--- src/rtl/tbt_pkg.sv ---
package tbt_pkg;

    localparam int REG_W     = 16;
    localparam int SEL_W     = 3;
    localparam int SEL_N     = 1 << SEL_W;
    localparam int SPARE_W   = 3;
    localparam int FLAG_BIT  = 15;
    localparam int EN_BIT    = 14;
    localparam int SEL_LSB   = 11;
    localparam int SPARE_LSB = 8;

    typedef struct packed {
        logic               flag;
        logic               en;
        logic [SEL_W-1:0]   sel;
        logic [SPARE_W-1:0] spare;
    } ctrl_t;

    // Counter bit watched for a given select value.
    function automatic int tap_of(input int base, input int step, input int n);
        return base + step * n;
    endfunction

    // Build the visible control word; a read-modify-write read forces the flag high.
    function automatic logic [REG_W-1:0] pack_ctrl(input ctrl_t c, input logic force_flag);
        logic [REG_W-1:0] v;
        v = '0;
        v[FLAG_BIT]                      = c.flag | force_flag;
        v[EN_BIT]                        = c.en;
        v[SEL_LSB +: SEL_W]              = c.sel;
        v[SPARE_LSB +: SPARE_W]          = c.spare;
        return v;
    endfunction

endpackage

--- src/rtl/tbt_counter.sv ---
module tbt_counter #(
    parameter int W = 27
) (
    input  logic         clk,
    input  logic         rst,
    output logic [W-1:0] cnt_o
);

    always_ff @(posedge clk) begin
        if (rst) cnt_o <= '0;
        else     cnt_o <= cnt_o + W'(1);
    end

endmodule

--- src/rtl/tbt_tap_event.sv ---
module tbt_tap_event
    import tbt_pkg::*;
#(
    parameter int CNT_W    = 27,
    parameter int TAP_BASE = 12,
    parameter int TAP_STEP = 2
) (
    input  logic [CNT_W-1:0] cnt_i,
    input  logic [SEL_W-1:0] sel_i,
    output logic             tick_o
);

    // A tap bit falls on the edge where the counter bits up to and including
    // it are all ones; predicting that edge avoids storing any past tap value.
    logic [SEL_N-1:0] wrap;

    for (genvar i = 0; i < SEL_N; i++) begin : g_tap
        localparam int T = tap_of(TAP_BASE, TAP_STEP, i);
        assign wrap[i] = &cnt_i[T:0];
    end

    assign tick_o = wrap[sel_i];

endmodule

--- src/rtl/tbt_ctrl_reg.sv ---
module tbt_ctrl_reg
    import tbt_pkg::*;
(
    input  logic       clk,
    input  logic       rst,
    input  logic       wr_en,
    input  logic [7:0] wdata_hi,
    input  logic       tick,
    output ctrl_t      ctrl_o
);

    always_ff @(posedge clk) begin
        if (rst) begin
            ctrl_o <= '0;
        end else begin
            if (wr_en) begin
                ctrl_o.en    <= wdata_hi[EN_BIT-8];
                ctrl_o.sel   <= wdata_hi[SEL_LSB-8 +: SEL_W];
                ctrl_o.spare <= wdata_hi[SPARE_LSB-8 +: SPARE_W];
                if (!wdata_hi[FLAG_BIT-8]) ctrl_o.flag <= 1'b0;
            end
            // Event set is placed last so it overrides a same-edge clear.
            if (tick) ctrl_o.flag <= 1'b1;
        end
    end

endmodule

--- src/rtl/tbt_timer.sv ---
module tbt_timer
    import tbt_pkg::*;
#(
    parameter int TAP_BASE = 12,
    parameter int TAP_STEP = 2
) (
    input  logic              clk,
    input  logic              rst,
    input  logic              wr_en,
    input  logic              rd_en,
    input  logic              rmw,
    input  logic [REG_W-1:0]  wdata,
    output logic [REG_W-1:0]  rdata,
    output logic              irq
);

    localparam int CNT_W = tap_of(TAP_BASE, TAP_STEP, SEL_N - 1) + 1;

    logic [CNT_W-1:0] cnt;
    logic             tick;
    ctrl_t            ctrl_q;
    logic             unused_low;

    assign unused_low = ^wdata[7:0];

    tbt_counter #(.W(CNT_W)) u_cnt (
        .clk   (clk),
        .rst   (rst),
        .cnt_o (cnt)
    );

    tbt_tap_event #(
        .CNT_W    (CNT_W),
        .TAP_BASE (TAP_BASE),
        .TAP_STEP (TAP_STEP)
    ) u_tap (
        .cnt_i  (cnt),
        .sel_i  (ctrl_q.sel),
        .tick_o (tick)
    );

    tbt_ctrl_reg u_reg (
        .clk      (clk),
        .rst      (rst),
        .wr_en    (wr_en),
        .wdata_hi (wdata[15:8]),
        .tick     (tick),
        .ctrl_o   (ctrl_q)
    );

    assign rdata = rd_en ? pack_ctrl(ctrl_q, rmw) : '0;
    assign irq   = ctrl_q.flag & ctrl_q.en;

endmodule

--- config.mk ---
export PLATFORM = sky130hd
export DESIGN_NAME = tbt_timer
export DESIGN_NICKNAME = d
export VERILOG_FILES = /design/src/rtl/tbt_pkg.sv /design/src/rtl/tbt_counter.sv /design/src/rtl/tbt_tap_event.sv /design/src/rtl/tbt_ctrl_reg.sv /design/src/rtl/tbt_timer.sv
export SDC_FILE = /design/constraint.sdc
export NUM_CORES = 1
export LEC_CHECK = 0
export ABC_AREA = 1
export BUFFER_PORTS_ARGS = -buffer_cell sky130_fd_sc_hd__buf_2
export CORE_MARGIN = 5
export CORE_UTILIZATION = 40
export DETAILED_ROUTE_END_ITERATION = 16
export SYNTH_ARGS = -nofsm -noshare
export SYNTH_HDL_FRONTEND = slang
export SYNTH_SLANG_ARGS = --single-unit
export TNS_END_PERCENT = 10
--- constraint.sdc ---
create_clock -name clk -period 5.15 [get_ports clk]
set_clock_uncertainty 0.1 [all_clocks]
set_input_delay 1.03 -clock clk [delete_from_list [all_inputs] [get_ports clk]]
set_output_delay 1.03 -clock clk [all_outputs]
set_load 0.01 [all_outputs]
---- After elaboration in Yosys (flattened, before gate mapping) ----
Index checks and enable logic that the tools add are counted.
Widths: inputs -> output; s select.
cells by class
  add/sub/neg operators ................... 1
  magnitude comparators ................... 1
  equality and inequality tests ........... 1
  muxes and demuxes ....................... 6
  bitwise operators ....................... 2
  reductions and logical operators ........ 10
operators with widths
  operator               number
  $add 27x1->27 const B  1
  $reduce_and 27->1      1
  $reduce_and 25->1      1
  $reduce_and 23->1      1
  $reduce_and 21->1      1
  $reduce_and 19->1      1
  $reduce_and 17->1      1
  $mux 16                1
  $reduce_and 15->1      1
  $reduce_and 13->1      1
  $mux 8                 1
  $lt 3x4->1 const B     1
  $bmux 1 s3             1
  $mux 1                 3
  $ne 2x1->1 const B     1
  $reduce_and 2->1       1
  $reduce_bool 2->1      1
  $and 1x1->1            1
  $or 1x1->1             1
word-level totals
  register bits ........................... 35

---- Depth between registers and ports, before layout ----
  depth in word-level cells ............... 5
  depth in mapped cells ................... 12
  gate-level depth less buffers ........... 12

---- Modules after synthesis ----
Synthesis repeated with hierarchy kept, for this count alone.
unflattened totals
  cells, all modules ...................... 318
  area total of the unflattened synthesis .. 2092.0 sq um
by module, submodules not included
  module         instances  cells an instance  area an instance (sq um)  sequential area each (sq um)
  tbt_counter    1          200                1403.8                    540.5
  tbt_ctrl_reg   1          37                 342.8                     160.2
  tbt_tap_event  1          52                 205.2                     0.0
  tbt_timer      1          29                 140.1                     0.0

---- Worst setup path after synthesis ----
OpenSTA, ideal clock, no wires.
  path type ............................... input to output
  from .................................... in rd_en
  to ...................................... out rdata[15]
  arrival time ............................ 1.433 ns
  setup slack ............................. 2.587 ns
  stages on the path ...................... 2
  buffers on the path ..................... 1
  cells stage by stage .................... clkbuf_1 o21a_1
on the way
  longest elaborated chain between the ends .. 1
ends and longest elaborated chain
  element             RTL line         RTL
  start: declaration  tbt_timer.sv:10  input logic rd_en,
  $mux 16             tbt_timer.sv:51  assign rdata = rd_en ? pack_ctrl(ctrl_q, rmw) : '0;
  end: declaration    tbt_timer.sv:13  output logic [REG_W-1:0] rdata,
No other way between the ends.

---- Worst setup path in the final report ----
Ends and elaborated chain as after synthesis.

==> metrics.txt <==
TNS Setup=0 ps; Remaining DRCs=0; Starting Density=40.49%; cell area after synthesis=1874 sq um; Final Setup Violations=0; postcts setup bufs=0; largest net degree at the start of global routing=22; Top Ports=38; Setup Crit Path Kind=input pin to primary output; All-Layer GR Usage=13.57%; Port Buffers=21; met1 Usage GRT=17.15%; Routed wire per std cell=11.23 microns; Cells after DPL=341; antenna violations before repair=0; CTS max path bufs=2; post-route antenna net violation count=0; Yosys reg bits=35; Final period util=50.02%; quantity of gates resized following cts=0; Die H=78.45 microns; Worst Hold Class=flop to flop; status=finished, final reports clean; max cap viols=0; crit-path max FO=8; DR iter-0 viols=81; Cell Pwr Density=255.5 nW/um^2; clk sinks=35; area leader, netlist=dfxtp_1; Pwr Total=535.1 uW; Synth warnings=0; Cell Count, Final, Fillers Out=349; CP startpoint kind=input pin; Rel. slew slack=57.21%; Pre-antenna DRT Iters=4; Synth top area share=37.38%; GRT met3 Usage=4.014%; Syn Area/Cell=6.891 sq um; Yosys cell types=27; core area=4629 sq um; number of vias per cell=4.696; GRT overflow=0; worst vdd ir=0.1493 mV; first-pass GRT wire length=6.699 mm; endpoints failing hold=0; Crit. End Element=primary output; Worst-path clk slew=70 ps; vias in the first global route=1508; sequential area share after synthesis=37.38%; Routability Congestion=0.8099; Antenna diodes=0; Placement Rows=25; Worst Path Required=4020 ps; Worst Tran Pin Value=641.1 ps; setup ws final=2574 ps; CTS H-tree depth=2; Root Driver=clkbuf_8; Post-Route WL=3.919 mm; Slew Limit Fails=0; Global Route met2 Usage=21.92%; Skew-Pair Late Insertion Delay=280 ps; FF-to-FF setup slack=3260 ps; fmax=0.3882 GHz; pre-CTS WS=2573 ps; Die ar.=6154 sq um; width of the die=78.45 microns; Via Count=1639; Synth area leaders=dfxtp_1 (37%), nand2_1 (11%), nor2_1 (8.8%), inv_1 (7.0%), a21oi_1 (5.6%); Design Area, Final=2095 sq um; dpl hpwl=2.908 mm; Arrival @ worst endpoint=1450 ps; hold buffers post-CTS=0; TritonCTS buffer count=5; share of layout cells above drive strength 1=15.59%; global route hottest layer=met2; P&R area growth vs syn=11.75%; unrepaired setup endpoints after global routing=false; Nets=317; CTS tree=built; Post-DP Area=1994 sq um; Gate Count Post-Synth=272; P_leak=0.0009570 uW; Final Critical Period=2576 ps
## cell families after synthesis
| kind of cell | after synthesis | share of synthesized area [%] |
|---|---|---|
| AOI/OAI and AO/OA | 42 | 12.02 |
| xor gates and xnor gates | 4 | 1.870 |
| adders and majority gates | 2 | 1.335 |
| buffers and inverters | 48 | 11.21 |
| DFF | 35 | 37.38 |
| other | 1 | 0.2001 |
| and+or+nand+nor | 140 | 35.98 |
## stage by stage
stage	hold slack (ps)	utilization [%]
global placement	338.5	43.08
global route	388.5	45.24
CTS	358.4	45.24
detailed placement	347.7	43.08
floorplan	323.7	-
finish	353.1	45.24
## layout make-up
class | count | area (sq um)
clock buffers | 8 | 100.1
inverters | 35 | 131.4
flip-flops and latches | 35 | 700.7
fillers | 495 | 2535
repair buffers | 21 | 105.1
well taps | 54 | 67.56
multi-input cells | 196 | 989.7
## cells in the final DEF, fill, tap and decap left out
cell / count
xnor2_1: 3
xor2_1: 1
buf_2: 21
nor3_1: 5
nor2_4: 4
conb_1: 8
nor2_1: 44
nand4_1: 6
nand2_1: 56
dfxtp_1: 35
a21oi_1: 21
or2_0: 1
nand2_2: 2
clkbuf_1: 1
nand3_2: 3
o21bai_1: 1
inv_1: 35
o21a_1: 3
o211a_1: 1
nor2_2: 5
nand3_1: 7
nand2_4: 3
o21ai_0: 16
nand3b_1: 3
clkbuf_8: 7
nor2_8: 1
ha_1: 2
## state kept, by name (all words and copies together), names as in the netlist
| name | flops |
|---|---|
| u_cnt.cnt_o | 27 |
| u_reg.ctrl_o | 8 |
## power by group
| part | leakage (uW) | total (uW) | switching (uW) | internal, uW |
|---|---|---|---|---|
| combinational | 0.000621 | 35.0 | 22.1 | 12.9 |
| sequential | 0.000284 | 282 | 5.42 | 277 |
| clock | 0.0000515 | 218 | 95.7 | 122 |
## final timing paths
kind / startpoint / cells past startpoint / end
setup / recovery: rd_en / 3 / rdata[15]
hold / removal: u_cnt.cnt_o[26] / 2 / u_cnt.cnt_o[26]
setup reg to reg: u_cnt.cnt_o[0] / 12 / u_reg.ctrl_o[7]
hold reg to reg: u_cnt.cnt_o[26] / 2 / u_cnt.cnt_o[26]
## per-layer routing
| layer | part of all wire, % | routed length, microns |
|---|---|---|
| met5 | 0 | 0 |
| met4 | 0.74 | 29 |
| met3 | 4.9 | 191 |
| met2 | 46 | 1794 |
| met1 | 49 | 1903 |
## Yosys cell counts
cell type	instances
o21bai_1	1
or2_0	1
o21ai_0	16
xnor2_1	3
nand3_1	7
nor2_1	44
nand4_1	6
buf_1	1
nand2_1	56
dfxtp_1	35
nand3_2	3
xor2_1	1
nand3b_1	3
nand2_2	2
clkbuf_1	4
nor2_4	4
nand2_4	3
conb_1	1
nor2_2	5
buf_4	8
a21oi_1	21
o211a_1	1
inv_1	35
nor3_1	5
ha_1	2
o21a_1	3
nor2_8	1
## worst max-delay path: stages
cell	delay [ps]
buf_2	170
o21a_1	130
buf_2	120
(Power assumes the default switching activity.)
